**config.mk**
```make
export PLATFORM = sky130hd
export DESIGN_NAME = gptimer_core
export DESIGN_NICKNAME = d
export VERILOG_FILES = /design/src/rtl/gptimer_pkg.sv /design/src/rtl/gptimer_edge.sv /design/src/rtl/gptimer_meas.sv /design/src/rtl/gptimer_pulse.sv /design/src/rtl/gptimer_core.sv
export SDC_FILE = /design/constraint.sdc
export NUM_CORES = 1
export LEC_CHECK = 0
export BUFFER_PORTS_ARGS = -buffer_cell sky130_fd_sc_hd__buf_2
export CAP_MARGIN = 25
export CORE_UTILIZATION = 30
export DETAILED_ROUTE_END_ITERATION = 8
export PLACE_DENSITY = 0.49
export SYNTH_ARGS = -nofsm -noshare
export SYNTH_HDL_FRONTEND = slang
export SYNTH_SLANG_ARGS = --single-unit
```
**constraint.sdc**
```tcl
create_clock -name clk -period 3.24 [get_ports clk]
set_input_delay 0.324 -clock clk [delete_from_list [all_inputs] [get_ports clk]]
set_output_delay 0.324 -clock clk [all_outputs]
set_load 0.005 [all_outputs]
```
**src/rtl/gptimer_pkg.sv**
```systemverilog
`timescale 1ns/1ps
// Package: shared mode codes and engine state encodings for the timer.
package gptimer_pkg;

    // Operating mode codes; numeric values are part of the external contract.
    typedef enum logic [2:0] {
        MODE_COUNT  = 3'd0,
        MODE_PERIOD = 3'd1,
        MODE_WIDTH  = 3'd2,
        MODE_GATED  = 3'd3,
        MODE_TRIG   = 3'd4,
        MODE_TRAIN  = 3'd5,
        MODE_RSV6   = 3'd6,
        MODE_RSV7   = 3'd7
    } gpt_mode_e;

    // Measurement engine progress.
    typedef enum logic [1:0] {
        MS_WAIT = 2'd0,
        MS_RUN  = 2'd1,
        MS_DONE = 2'd2
    } meas_st_e;

    // Pulse engine phase.
    typedef enum logic [1:0] {
        PH_IDLE   = 2'd0,
        PH_DELAY  = 2'd1,
        PH_HIGH   = 2'd2,
        PH_FINISH = 2'd3
    } pulse_ph_e;

endpackage

```
**src/rtl/gptimer_edge.sv**
```systemverilog
`timescale 1ns/1ps
// Module: gptimer_edge
// Detects rising and falling edges of the gate against its previous sample.
// Assumes the gate is already synchronous to clk.
module gptimer_edge (
    input  logic clk,
    input  logic rst_n,
    input  logic gate_i,
    output logic rise_o,
    output logic fall_o
);
    logic gate_q;

    // Purpose: remember the gate level of the previous cycle.
    always_ff @(posedge clk) begin
        if (!rst_n) gate_q <= 1'b0;
        else        gate_q <= gate_i;
    end

    // Purpose: compare current and previous gate levels.
    always_comb begin
        rise_o = gate_i & ~gate_q;
        fall_o = ~gate_i & gate_q;
    end
endmodule

```
**src/rtl/gptimer_meas.sv**
```systemverilog
`timescale 1ns/1ps
// Module: gptimer_meas
// Counting and measurement engine for the free-count, period and width modes.
// Assumes restart coincides with the capture of mode and initial value;
// the count register is loaded straight from the initial value input then.
module gptimer_meas
    import gptimer_pkg::*;
#(
    parameter int CNT_W = 16
) (
    input  logic             clk,
    input  logic             rst_n,
    input  logic             restart,
    input  gpt_mode_e        mode,
    input  logic             gate,
    input  logic             rise,
    input  logic             fall,
    input  logic             up,
    input  logic [CNT_W-1:0] init_ld,
    output logic [CNT_W-1:0] cnt_o,
    output logic             done_o
);
    localparam logic [CNT_W-1:0] ONE = CNT_W'(1);

    logic [CNT_W-1:0] cnt_q;
    logic [CNT_W-1:0] step;
    meas_st_e         st_q;

    // Purpose: next value one count away in the selected direction.
    always_comb begin
        step = up ? (cnt_q + ONE) : (cnt_q - ONE);
    end

    // Purpose: advance the counter and measurement state per mode.
    always_ff @(posedge clk) begin
        if (!rst_n || restart) begin
            cnt_q <= init_ld;
            st_q  <= MS_WAIT;
        end else begin
            case (mode)
                MODE_COUNT: begin
                    if (gate) cnt_q <= step;
                end
                MODE_PERIOD: begin
                    case (st_q)
                        MS_WAIT: if (rise) begin
                            cnt_q <= step;
                            st_q  <= MS_RUN;
                        end
                        MS_RUN: begin
                            if (rise) st_q  <= MS_DONE;
                            else      cnt_q <= step;
                        end
                        default: ;
                    endcase
                end
                MODE_WIDTH: begin
                    case (st_q)
                        MS_WAIT: if (rise) begin
                            cnt_q <= step;
                            st_q  <= MS_RUN;
                        end
                        MS_RUN: begin
                            if (fall) st_q  <= MS_DONE;
                            else      cnt_q <= step;
                        end
                        default: ;
                    endcase
                end
                default: ;
            endcase
        end
    end

    assign cnt_o  = cnt_q;
    assign done_o = (st_q == MS_DONE);
endmodule

```
**src/rtl/gptimer_pulse.sv**
```systemverilog
`timescale 1ns/1ps
// Module: gptimer_pulse
// Delay-then-width pulse engine for the gated one-shot, triggered one-shot
// and pulse-train modes. Assumes delay and width were captured at arm;
// values below 2 are raised to 2.
module gptimer_pulse
    import gptimer_pkg::*;
#(
    parameter int CNT_W = 16
) (
    input  logic             clk,
    input  logic             rst_n,
    input  logic             restart,
    input  gpt_mode_e        mode,
    input  logic             gate,
    input  logic             rise,
    input  logic [CNT_W-1:0] delay_q,
    input  logic [CNT_W-1:0] width_q,
    output logic [CNT_W-1:0] cnt_o,
    output logic             pulse_o,
    output logic             done_o
);
    localparam logic [CNT_W-1:0] ONE  = CNT_W'(1);
    localparam logic [CNT_W-1:0] TWO  = CNT_W'(2);

    pulse_ph_e        ph_q;
    logic [CNT_W-1:0] cnt_q;
    logic [CNT_W-1:0] dly_eff;
    logic [CNT_W-1:0] wid_eff;
    logic             start;
    logic             adv;
    logic             active;

    // Purpose: clamp timing values and decode start/advance per mode.
    always_comb begin
        dly_eff = (delay_q < TWO) ? TWO : delay_q;
        wid_eff = (width_q < TWO) ? TWO : width_q;
        active  = (mode == MODE_GATED) || (mode == MODE_TRIG) || (mode == MODE_TRAIN);
        start   = (mode == MODE_GATED) ? gate : rise;
        adv     = (mode == MODE_GATED) ? gate : 1'b1;
    end

    // Purpose: step through idle, delay, high and finish phases.
    always_ff @(posedge clk) begin
        if (!rst_n || restart) begin
            ph_q  <= PH_IDLE;
            cnt_q <= '0;
        end else if (active) begin
            case (ph_q)
                PH_IDLE: if (start) begin
                    ph_q  <= PH_DELAY;
                    cnt_q <= ONE;
                end
                PH_DELAY: if (adv) begin
                    if (cnt_q >= dly_eff) begin
                        ph_q  <= PH_HIGH;
                        cnt_q <= ONE;
                    end else begin
                        cnt_q <= cnt_q + ONE;
                    end
                end
                PH_HIGH: if (adv) begin
                    if (cnt_q >= wid_eff) begin
                        if (mode == MODE_TRAIN) begin
                            ph_q  <= PH_DELAY;
                            cnt_q <= ONE;
                        end else begin
                            ph_q  <= PH_FINISH;
                        end
                    end else begin
                        cnt_q <= cnt_q + ONE;
                    end
                end
                default: ;
            endcase
        end
    end

    assign cnt_o   = cnt_q;
    assign pulse_o = (ph_q == PH_HIGH);
    assign done_o  = (ph_q == PH_FINISH);
endmodule

```
**src/rtl/gptimer_core.sv**
```systemverilog
`timescale 1ns/1ps
// Module: gptimer_core (top)
// Multimode timer/counter: captures configuration at reset or arm, then runs
// either the measurement engine or the pulse engine selected by the mode.
// Assumes gate_i and updown_i are synchronous to clk.
module gptimer_core
    import gptimer_pkg::*;
#(
    parameter int CNT_W = 16
) (
    input  logic             clk,
    input  logic             rst_n,
    input  logic             arm_i,
    input  logic             gate_i,
    input  logic             updown_i,
    input  logic [2:0]       mode_i,
    input  logic [CNT_W-1:0] init_i,
    input  logic [CNT_W-1:0] delay_i,
    input  logic [CNT_W-1:0] width_i,
    output logic [CNT_W-1:0] count_o,
    output logic             pulse_o,
    output logic             done_o
);
    gpt_mode_e        mode_q;
    logic [CNT_W-1:0] delay_q;
    logic [CNT_W-1:0] width_q;
    logic             rise;
    logic             fall;
    logic [CNT_W-1:0] m_cnt;
    logic [CNT_W-1:0] p_cnt;
    logic             m_done;
    logic             p_done;
    logic             pulse_mode;

    // Purpose: capture configuration only at reset or arm.
    always_ff @(posedge clk) begin
        if (!rst_n || arm_i) begin
            mode_q  <= gpt_mode_e'(mode_i);
            delay_q <= delay_i;
            width_q <= width_i;
        end
    end

    gptimer_edge u_edge (
        .clk    (clk),
        .rst_n  (rst_n),
        .gate_i (gate_i),
        .rise_o (rise),
        .fall_o (fall)
    );

    gptimer_meas #(.CNT_W(CNT_W)) u_meas (
        .clk     (clk),
        .rst_n   (rst_n),
        .restart (arm_i),
        .mode    (mode_q),
        .gate    (gate_i),
        .rise    (rise),
        .fall    (fall),
        .up      (updown_i),
        .init_ld (init_i),
        .cnt_o   (m_cnt),
        .done_o  (m_done)
    );

    gptimer_pulse #(.CNT_W(CNT_W)) u_pulse (
        .clk     (clk),
        .rst_n   (rst_n),
        .restart (arm_i),
        .mode    (mode_q),
        .gate    (gate_i),
        .rise    (rise),
        .delay_q (delay_q),
        .width_q (width_q),
        .cnt_o   (p_cnt),
        .pulse_o (pulse_o),
        .done_o  (p_done)
    );

    // Purpose: select which engine's counter is visible.
    always_comb begin
        pulse_mode = (mode_q == MODE_GATED) || (mode_q == MODE_TRIG) || (mode_q == MODE_TRAIN);
        count_o    = pulse_mode ? p_cnt : m_cnt;
        done_o     = m_done | p_done;
    end
endmodule

```
Word-level counts from Yosys, hierarchy flattened
Index checks and enable logic that the tools add are counted.

cells by class
  reductions and logical operators = 14
  muxes and demuxes = 34
  eq/ne operators = 25
  order comparisons = 4
  bitwise logic cells = 5
  add/subtract/negate cells = 3

operators with widths
  operator                 number
  $mux W16                 15
  $pmux W16 S3             2
  $pmux W16 S2             2
  $add A16 B1 Y16 const B  2
  $ge A16 B16 Y1           2
  $lt A16 B2 Y1 const B    2
  $mux W2                  9
  $sub A16 B1 Y16 const B  1
  $pmux W2 S2              3
  $reduce_and A6 Y1        2
  $ne A2 B1 Y1 const B     5
  $ne A3 B3 Y1 const B     3
  $ne A4 B4 Y1 const B     2
  $reduce_and A7 Y1        1
  $eq A2 B2 Y1 const B     3
  $eq A3 B2 Y1 const B     2
  $eq A3 B3 Y1 const B     2
  $ne A3 B2 Y1 const B     2
  $pmux W2 S3              1
  $reduce_and A5 Y1        1
  $eq A2 B1 Y1 const B     2
  $logic_not A2 Y1         2
  $ne A4 B2 Y1 const B     1
  $ne A4 B3 Y1 const B     1
  other kinds (12)         17

storage, ports and cells
  register bits after elaboration = 72
  bits of input ports = 56

Logic depth before layout (Yosys ltp)
Gate-level depths: netlist of run 1.

  word-level depth = 6
  gate-level depth with buffers = 11
  gate-level depth less buffers = 11

Cells and area by module
From an unflattened synthesis of run 1, not the netlist that was laid out.

unflattened totals
  cells, all modules = 507
  area total of the unflattened synthesis = 5038.6 µm²

by module, submodules not included
  module         area an instance (µm²)  sequential area each (µm²)  times used  cells each
  gptimer_pulse  2037.0                  360.3                       1           254
  gptimer_meas   1636.6                  520.5                       1           193
  gptimer_core   1326.3                  1051.0                      1           56
  gptimer_edge   38.8                    20.0                        1           4

Worst setup path after synthesis of run 1
Ideal clock, no wire load.

  path kind = reg-to-reg
  start = register width_q[8]
  end = register u_pulse.cnt_q[2], in the netlist u_pulse.cnt_o[2]
  library setup time = 0.198 ns
  period minus slack after synthesis = 2.746 ns
  arrival time = 2.548 ns
  setup slack = 0.494 ns
  cell stages (with the launch flop) = 12
  cell sequence = edfxtp_1 -> nor4_1 -> a41oi_1 -> ha_1 -> nand2b_4 -> a2111oi_4 -> o31a_4 -> or3_4 -> and3_1 -> clkbuf_1 -> nand4b_1 -> a21oi_1

on the way
  longest elaborated chain between the ends = 6

ends and longest elaborated chain
  what                    RTL line             text
  from (decl)             gptimer_core.sv:26   logic [CNT_W-1:0] width_q;
  from (signal assigned)  gptimer_core.sv:40   width_q <= width_i;
  $lt A16 B2 Y1           gptimer_pulse.sv:37  wid_eff = (width_q < TWO) ? TWO : width_q;
  $mux W16 (*)            gptimer_pulse.sv:37
  $ge A16 B16 Y1 (*)      gptimer_pulse.sv:63  if (cnt_q >= wid_eff) begin
  $mux W16                gptimer_pulse.sv:63
  $mux W16                gptimer_pulse.sv:62  PH_HIGH: if (adv) begin
  $pmux W16 S3            gptimer_pulse.sv:49  case (ph_q)
  to (signal assigned)    gptimer_pulse.sv:59  cnt_q <= cnt_q + ONE;
  to (signal assigned)    gptimer_pulse.sv:71  cnt_q <= cnt_q + ONE;
  to (decl)               gptimer_pulse.sv:27  logic [CNT_W-1:0] cnt_q;

Every way passes the cells marked *; elsewhere a longest branch is shown, timed or not. The select of a mux whose other input is x is not followed.
A chain may end at the register's enable or synchronous reset.

Worst setup path in the final report of run 1
  start = register width_q[8]
  end = register u_pulse.cnt_q[9], in the netlist u_pulse.cnt_o[9]

Same word-level chain as after synthesis.

==> results of run 1 <==
[synth_stat cells (5+ instances only)]
library cell  instances
ha_1                 52
edfxtp_1             51
inv_1                44
nand2_1              38
nor2_1               35
a21oi_1              26
o21ai_0              23
dfxtp_1              21
nand3_1              17
mux2_2               16
nor4_1               10
nand4_1               9
nor3_1                9
o21a_1                8
xnor2_1               8
xor2_1                8
clkbuf_1              7
o31ai_1               7
a211oi_1              6
a21o_1                6
a31oi_1               6
nor2b_1               6
and3_1                5
[critical path, stage by stage, from the launching register on]
cell	delay, ns
edfxtp_1	0.38
nor4_1	0.42
a41oi_1	0.19
ha_1	0.30
nand2b_4	0.15
a2111oi_4	0.36
o31a_4	0.22
or3_4	0.14
nand3_4	0.14
or4_1	0.54
a21oi_1	0.16
[registers in the layout, indices dropped and copies added (netlist names)]
register       count
u_pulse.ph_q       2
u_meas.st_q        2
mode_q             3
u_meas.cnt_o      16
delay_q           16
width_q           16
u_edge.gate_q      1
u_pulse.cnt_o     16
[metrics by stage]
step	TNS (ns)	total power, uW	instances	hold WS, ns	instance area (um2)
detailed placement	0	1680	769	0.502	5520
CTS	0	2630	785	0.144	5790
global placement	0	1670	769	0.502	5520
floorplan	0	1510	481	0.423	4850
finish	0	2590	785	0.158	5810
global route	-0.0422	2740	785	0.150	5810
[logic make-up after synthesis]
kind of cell | Yosys count
buffers and inverters | 54
muxes | 18
AOI/OAI and AO/OA | 113
xor gates and xnor gates | 16
adders and majority gates | 53
and+or+nand+nor | 155
DFF | 72
[timing repair]
item                                   CTS  global route
endpoints found under the hold margin    0             0
gates resized for setup                  0             3
setup endpoints to repair                0             9
[worst max-delay path by stage]
stage,start,endpoint,cells after the start
finish,width_q[8],u_pulse.cnt_o[9],10
global route,width_q[8],u_pulse.cnt_o[9],10
CTS,width_q[15],u_pulse.cnt_o[9],10
detailed placement,width_q[15],u_pulse.cnt_o[9],10
global placement,width_q[15],u_pulse.cnt_o[9],10
floorplan,width_q[8],u_pulse.cnt_o[2],11
[cell type report]
cell class                 count  area, um2  share of cell area
multi-input combinational    355       2720               0.468
sequential                    72       1950               0.336
timing repair buffer          82        433              0.0745
tap                          216        270              0.0465
clock buffer                  15        268              0.0461
inverter                      44        165              0.0284
clock inverter                 1       5.00            0.000861
[power groups by stage]
| stage | Clock (uW) | Sequential (uW) | Combinational, uW |
|---|---|---|---|
| 4_1_cts | 961 | 1130 | 542 |
| 5_1_grt | 995 | 1140 | 605 |
| 2_1_floorplan | 0 | 1120 | 386 |
| 3_3_place_gp | 0 | 1140 | 528 |
| 3_5_place_dp | 0 | 1140 | 537 |
| 6_report | 930 | 1130 | 537 |
[routing by layer]
metal,global-route usage,share of wire,vias up
met5,0,0,-
met4,0.0595,0.020,0
met3,0.0367,0.043,18
met2,0.247,0.45,71
met1,0.200,0.49,1869
li1,-,-,1971
[placed cells by master, fill, tap and decap left out, types with 16 or more instances in the layout]
cell type	instances
nand2_1	38
nand3_1	17
nor2_1	35
inv_1	43
edfxtp_1	51
dfxtp_1	21
ha_1	52
mux2_2	16
a21oi_1	26
buf_2	73
o21ai_0	23
==> summary.txt, run 1 <==
Worst hold path
  • Worst Min Path Start: mode_i[0]
  • Hold Path Class: primary input to flop
  • Hold-critical path depth: 1
  • Hold EP: mode_q[0]

Placed design
  • Post-DP HPWL: 9.20 mm
  • Placer Congestion: 0.811
  • Pre-CTS WS: 0.0638 ns
  • Port bufs: 73

Setup path
  • Crit path kind: flop to flop
  • Worst Path Max Fanout: 11
  • R2R setup slack: 0.17 ns
  • Startpoint types: flop
  • Crit. End Element: flop
  • WP data arrival: 3.33 ns
  • Worst r2r dst: u_pulse.cnt_o[9]
  • CP required: 3.50 ns
  • FF-to-FF path depth: 10
  • Reg-to-reg startpoint: width_q[8]

Logic synthesis
  • Synth area leaders: edfxtp_1 (32%), ha_1 (13%), dfxtp_1 (8.7%)
  • Largest family of logic cells by synthesized area: compound AO/OA/AOI/OAI gates
  • Area share of the largest cell type after synthesis: 0.316
  • Ys flop type: edfxtp_1
  • Simple-Gate Fraction of Synth Area: 0.171
  • Synth area leader: edfxtp_1
  • Multiplexer share of the synthesized area: 0.0413
  • Mapped Area: 4850 um2
  • Post-synthesis sequential area ratio: 0.403
  • Synth Area in Compound Gates: 0.174
  • Ys async rst share: 0
  • Synthesis Warnings: 0
  • Synth Area in Adders: 0.138
  • Post-synthesis xor/xnor area fraction: 0.0289
  • Post-synth EDFFs: 51
  • Yosys cell types: 66
  • Register bit count reported by yosys: 72
  • Post-synthesis instance total: 481
  • Mean post-synth cell area: 10.1 um2
  • Post-synth net total: 590

Timing
  • FMAX: 326 MHz
  • Rel. slew slack: 0.489
  • Hold Vio Cnt, Final: 0
  • Pins over their slew limit: 0
  • Tcrit/Tclk final: 0.947
  • Final worst-path setup slack: 0.173 ns
  • Final setup viols: 0
  • Post-route minimum period: 3.07 ns
  • Worst-Margin Slew: 0.759 ns
  • Setup Skew: 0.0105 ns

Clock network
  • H-tree Lvls: 3
  • Clock edge transition at the registers on the reported setup and hold paths: 0.06 ns
  • # Post-CTS Setup Buffers: 0
  • Hold buffer count at cts: 0
  • Root buf cell: clkbuf_16
  • Total CTS buffers: 9
  • Bufs on Longest Clock Path: 2
  • CTS tree: done
  • Sink Count: 72
  • Clk Latency, worst-skew pair: 0.34 ns

Power and ir drop
  • Leak: 0.00248 uW
  • Comb pwr share: 0.207
  • Sequential Power Share: 0.434
  • Clock share of power: 0.358
  • Pint: 1880 uW
  • Switching share of power: 0.274
  • Peak VDD IR: 212 uV
  • Switching power: 712 uW
  • Power density over the cells: 446 nW/um2

Layout
  • Antenna diodes: 0
  • Area delta synth->final: 19.9%
  • Nets: 673
  • Final core utilization: 0.367
  • Filler cells: 1616
  • Share of cells above drive strength 1: 0.232

Route
  • Antenna-violating nets left: 0
  • Vias per cell: 5.01
  • # DRC: 0
  • First-pass DRT Iterations: 4
  • 1st-iter DRT viols: 270
  • DR WL/cell: 15.3 um
  • Post-Route WL: 12.0 mm
  • Total number of vias: 3929

Floorplan
  • Die Span Y: 129 um
  • Initial Util: 0.306
  • Row Count: 46
  • Core Area: 15800 um2
  • # IOs: 74
  • Die X: 129 um
  • Die Area: 16700 um2

Global routing
  • First-pass GRT wire length: 19.4 mm
  • Total GRT Usage: 0.154
  • Largest net degree at the start of global routing: 50
  • Initial antenna violation count: 0
  • Total grt overflow: 0
  • Vias in the first global route: 3890

Status
  • Status: completed

Job
  • Max cap viols: 0
(Power assumes the default switching activity.)
==> run 2, diff against run 1 <==
--- a/config.mk
+++ b/config.mk
@@ -7,9 +7,11 @@
 export LEC_CHECK = 0
 export BUFFER_PORTS_ARGS = -buffer_cell sky130_fd_sc_hd__buf_2
 export CAP_MARGIN = 25
+export CELL_PAD_IN_SITES_DETAIL_PLACEMENT = 1
+export CELL_PAD_IN_SITES_GLOBAL_PLACEMENT = 2
 export CORE_UTILIZATION = 30
 export DETAILED_ROUTE_END_ITERATION = 8
-export PLACE_DENSITY = 0.49
+export PLACE_DENSITY = 0.69
 export SYNTH_ARGS = -nofsm -noshare
 export SYNTH_HDL_FRONTEND = slang
 export SYNTH_SLANG_ARGS = --single-unit
==> summary.txt, run 2 (synthesis gave the netlist of run 1 again) <==
Setup path
  • Worst Path Max Fanout: 9
  • FF-to-FF path depth: 10
  • Slowest CP cell: or4_1
  • Worst path cell trace: nor4_1, a41oi_1, ha_1, nand2b_4, a2111oi_4, o31a_4, or3_4, nand3_4, or4_1, a21oi_1
  • Crit path kind: flop to flop
  • R2R setup slack: 0.16 ns
  • Max incr delay on CP: 0.55 ns
  • WP data arrival: 3.35 ns
  • Reg-to-reg startpoint: width_q[8]
  • Startpoint types: flop
  • CP required: 3.51 ns
  • CP delay by family, top: simple AND/OR/NAND/NOR gates
  • Crit. End Element: flop
  • CP Buf/Inv Count: 0
  • Worst r2r dst: u_pulse.cnt_o[9]

Floorplan
  • Core Area: 15800 um2
  • Die Span Y: 129 um
  • Row Count: 46
  • Initial Util: 0.306
  • Die Area: 16700 um2
  • Die X: 129 um
  • # IOs: 74

Layout
  • Antenna diodes: 0
  • Most common cell after layout, fill and taps aside: buf_2
  • Area delta synth->final: 20.9%
  • Design area: 5860 um2
  • Share of cells above drive strength 1: 0.237
  • Nets: 674
  • Commonest cells after routing, fill and taps aside: buf_2 (73), ha_1 (52), edfxtp_1 (51)

Power and ir drop
  • Clock share of power: 0.388
  • Switching power: 759 uW
  • Peak VDD IR: 279 uV
  • Leak: 0.00251 uW
  • Comb pwr share: 0.201
  • Switching share of power: 0.277
  • Sequential Power Share: 0.411
  • Power density over the cells: 467 nW/um2
  • Pint: 1980 uW

Global routing
  • Initial antenna violation count: 0
  • First-pass GRT wire length: 21.9 mm
  • Vias in the first global route: 4318
  • Total grt overflow: 0
  • Largest net degree at the start of global routing: 48
  • Total GRT Usage: 0.174

Clock network
  • H-tree Lvls: 3
  • Clk Latency, worst-skew pair: 0.35 ns
  • Root buf cell: clkbuf_16
  • CTS tree: done
  • Total CTS buffers: 9
  • Clock edge transition at the registers on the reported setup and hold paths: 0.06 ns
  • Bufs on Longest Clock Path: 2
  • Sink Count: 72

Timing
  • Worst-Margin Slew: 0.968 ns
  • Post-route minimum period: 3.08 ns
  • TNS Setup: 0 ns
  • Pins over their slew limit: 0
  • Tcrit/Tclk final: 0.952
  • Final setup viols: 0
  • Setup Skew: 0.0114 ns
  • RSZ-0062 raised after global routing: false
  • Rel. slew slack: 0.355
  • Hold Vio Cnt, Final: 0
  • FMAX: 324 MHz

Route
  • DR WL/cell: 16.9 um
  • Antenna-violating nets left: 0
  • Vias per cell: 5.01
  • 1st-iter DRT viols: 131
  • Post-Route WL: 13.2 mm
  • First-pass DRT Iterations: 4
  • # DRC: 0
  • Total number of vias: 3939

Placed design
  • Placer Congestion: 0.775
  • Post-DP HPWL: 10.2 mm
  • Cell Area, Placed: 5520 um2
  • Port bufs: 73

Worst hold path
  • Hold-critical path depth: 1
  • Hold Path Class: primary input to flop
  • Hold EP: width_q[13]
  • Worst Min Path Start: width_i[13]

Status
  • Status: completed

Job
  • Max cap viols: 0
==> run 2: worst reg2reg max path, delay by kind of cell (launching register included) <==
kind | cells | cell delay [ns]
and+or+nand+nor | 5 | 1.39
DFF | 1 | 0.39
adders and majority gates | 1 | 0.31
AOI/OAI and AO/OA | 4 | 0.94
==> run 2: worst max-delay path by stage <==
stage | slack (ns) | endpoint | start | depth (start not counted)
after floorplan | 0.49 | u_pulse.cnt_o[2] | width_q[8] | 11
after global placement | 0.25 | u_pulse.cnt_o[9] | width_q[8] | 10
after detailed placement | 0.09 | u_pulse.cnt_o[9] | width_q[10] | 10
after CTS | 0.05 | u_pulse.cnt_o[9] | width_q[12] | 10
after global routing | 0.01 | u_pulse.cnt_o[9] | width_q[8] | 10
final | 0.16 | u_pulse.cnt_o[9] | width_q[8] | 10
==> run 2: per-layer routing <==
layer,part of all wire,up-vias,track usage
li1,-,1961,-
met1,0.46,1907,0.215
met2,0.49,62,0.304
met3,0.033,9,0.0413
met4,0.012,0,0.0429
met5,0,-,0
==> run 2: power groups by stage <==
| stage | combinational [uW] | sequential, uW | clock, uW |
|---|---|---|---|
| 2_1_floorplan | 386 | 1120 | 0 |
| 3_3_place_gp | 539 | 1140 | 0 |
| 3_5_place_dp | 554 | 1140 | 0 |
| 4_1_cts | 558 | 1130 | 1090 |
| 5_1_grt | 623 | 1140 | 1120 |
| 6_report | 550 | 1130 | 1060 |
==> run 2: repair_timing <==
| item | 4_1_cts | 5_1_grt |
|---|---|---|
| buffers inserted | 0 | 0 |
| hold buffers | 0 | 0 |
| resized for setup | 0 | 2 |
| setup endpoints to repair | 0 | 1 |
==> run 2: stage by stage <==
| step | hold WS [ns] | setup WS, ns | power (uW) | utilization | instances |
|---|---|---|---|---|---|
| after global placement | 0.500 | 0.255 | 1680 | 0.349 | 770 |
| after detailed placement | 0.503 | 0.0942 | 1700 | 0.349 | 770 |
| after global routing | 0.130 | 0.0102 | 2880 | 0.370 | 786 |
| final | 0.146 | 0.156 | 2740 | 0.370 | 786 |
| after floorplan | 0.423 | 0.494 | 1510 | - | 481 |
| after CTS | 0.133 | 0.0517 | 2780 | 0.369 | 786 |
==> run 2: final cells by class <==
cell class,count,area (um2)
Inverter,44,165
Multi-Input combinational cell,355,2710
Timing Repair Buffer,83,440
Sequential cell,72,1950
Clock buffer,13,304
Tap cell,216,270
Fill cell,1805,9970
Clock inverter,3,17.5
==> run 3, diff against run 2 <==
--- a/config.mk
+++ b/config.mk
@@ -9,9 +9,10 @@
 export CAP_MARGIN = 25
 export CELL_PAD_IN_SITES_DETAIL_PLACEMENT = 1
 export CELL_PAD_IN_SITES_GLOBAL_PLACEMENT = 2
+export CORE_ASPECT_RATIO = 1.2
 export CORE_UTILIZATION = 30
 export DETAILED_ROUTE_END_ITERATION = 8
-export PLACE_DENSITY = 0.69
+export PLACE_DENSITY_LB_ADDON = 0.1
 export SYNTH_ARGS = -nofsm -noshare
 export SYNTH_HDL_FRONTEND = slang
 export SYNTH_SLANG_ARGS = --single-unit
==> summary.txt, run 3 (synthesis gave the netlist of run 1 again) <==
Global routing
  • Vias in the first global route: 4148
  • Initial antenna violation count: 0
  • Largest net degree at the start of global routing: 50
  • First-pass GRT wire length: 21.7 mm
  • Total GRT Usage: 0.172
  • Total grt overflow: 0

Floorplan
  • Die Area: 16700 um2
  • # IOs: 74
  • Initial Util: 0.309
  • Die X: 118 um
  • Die Span Y: 141 um
  • Core Area: 15700 um2
  • Row Count: 50

Route
  • Vias per cell: 5.11
  • Antenna-violating nets left: 0
  • Total number of vias: 3983
  • First-pass DRT Iterations: 4
  • Post-Route WL: 13.8 mm
  • 1st-iter DRT viols: 170
  • # DRC: 0
  • DR WL/cell: 17.6 um

Layout
  • Filler cells: 1823
  • Commonest cells after routing, fill and taps aside: buf_2 (73), ha_1 (52), edfxtp_1 (51)
  • Register area: 1950 um2
  • Most common cell after layout, fill and taps aside: buf_2
  • Design area: 5810 um2
  • Share of cells above drive strength 1: 0.240
  • Area delta synth->final: 19.9%
  • Antenna diodes: 0
  • Nets: 676
  • Multi-input logic area: 2700 um2

Power and ir drop
  • Comb pwr share: 0.209
  • Peak VDD IR: 229 uV
  • Leak: 0.00251 uW
  • Sequential Power Share: 0.432
  • Switching share of power: 0.287
  • Switching power: 749 uW
  • Clock share of power: 0.359
  • Power density over the cells: 448 nW/um2
  • Pint: 1860 uW

Clock network
  • Hold buffer count at cts: 0
  • Sink Count: 72
  • Clk Latency, worst-skew pair: 0.35 ns
  • CTS tree: done
  • Root buf cell: clkbuf_16
  • H-tree Lvls: 3
  • Total CTS buffers: 9
  • Clock edge transition at the registers on the reported setup and hold paths: 0.06 ns
  • Bufs on Longest Clock Path: 2

Setup path
  • R2R setup slack: 0.17 ns
  • Worst Path Max Fanout: 8
  • Crit path kind: flop to flop
  • Crit path from: width_q[8]
  • Slowest CP cell: or4_1
  • Startpoint types: flop
  • CP required: 3.52 ns
  • Crit. End Element: flop
  • Worst path cell trace: nor4_1, a41oi_1, ha_1, nand2b_4, a2111oi_4, o31a_4, or3_4, nand3_4, or4_1, a21oi_1
  • WP data arrival: 3.34 ns
  • FF-to-FF path depth: 10
  • Max incr delay on CP: 0.53 ns
  • Reg-to-reg startpoint: width_q[8]
  • Worst r2r dst: u_pulse.cnt_o[9]

Worst hold path
  • Worst Min Path Start: mode_i[2]
  • Hold-critical path depth: 1
  • Hold EP: mode_q[2]
  • Hold Path Class: primary input to flop

Timing
  • Post-route minimum period: 3.07 ns
  • RSZ-0062 raised after global routing: false
  • Tcrit/Tclk final: 0.946
  • Hold Vio Cnt, Final: 0
  • TNS Setup: 0 ns
  • Final setup viols: 0
  • FMAX: 326 MHz
  • Pins over their slew limit: 0
  • Worst-Margin Slew: 0.705 ns
  • Setup Skew: 0.00753 ns
  • Rel. slew slack: 0.529

Placed design
  • Placer Congestion: 0.749
  • Port bufs: 73
  • Cell Area, Placed: 5530 um2
  • Post-DP HPWL: 10.6 mm

Job
  • Max cap viols: 0

Status
  • Status: completed
[run 3: worst max path at each step]
| stage | end | slack, ns |
|---|---|---|
| after floorplan | u_pulse.cnt_o[2] | 0.49 |
| after global placement | u_pulse.cnt_o[9] | 0.23 |
| after detailed placement | u_pulse.cnt_o[9] | 0.13 |
| after CTS | u_pulse.cnt_o[9] | 0.11 |
| after global routing | u_pulse.cnt_o[9] | 0.01 |
| final | u_pulse.cnt_o[9] | 0.17 |
[run 3: routing by layer]
layer,vias up,track usage,share of wire
met5,-,0,0
met4,0,0.0688,0.017
met3,12,0.0267,0.022
met2,47,0.316,0.52
met1,1958,0.198,0.44
li1,1966,-,-
[run 3: cell type report]
class,instances,area share
Sequential cell,72,0.336
Clock inverter,4,0.00345
Timing Repair Buffer,85,0.0805
Inverter,44,0.0284
Clock buffer,12,0.0424
Multi-Input combinational cell,355,0.464
Tap cell,208,0.0448
[run 3: repair_timing]
action | in CTS | in global routing
endpoints found under the setup margin | 0 | 16
gates resized for setup | 0 | 2
buffers inserted | 0 | 0
[run 3: through the flow]
step                hold slack (ns)  std cells  total power (uW)  worst slack [ns]  utilization
floorplan                     0.423        481              1510             0.494            -
global placement              0.501        764              1680             0.232        0.352
detailed placement            0.502        764              1700             0.130        0.352
CTS                           0.139        780              2650             0.113        0.369
global route                  0.140        780              2740            0.0127        0.370
finish                        0.152        780              2610             0.175        0.370
[run 3: worst max-delay path: cells and delay by family, from the launching register on]
| family | cells | cell delay [ns] |
|---|---|---|
| AO/OA/AOI/OAI | 4 | 0.92 |
| adder cells (fa/ha/maj) | 1 | 0.31 |
| AND/OR/NAND/NOR | 5 | 1.38 |
| flip-flops | 1 | 0.39 |
[run 3: power by group through the flow]
stage | Combinational (uW) | Sequential (uW) | Clock, uW
floorplan | 386 | 1120 | 0
global placement | 543 | 1140 | 0
detailed placement | 554 | 1140 | 0
CTS | 558 | 1130 | 969
global route | 612 | 1130 | 993
finish | 546 | 1120 | 936
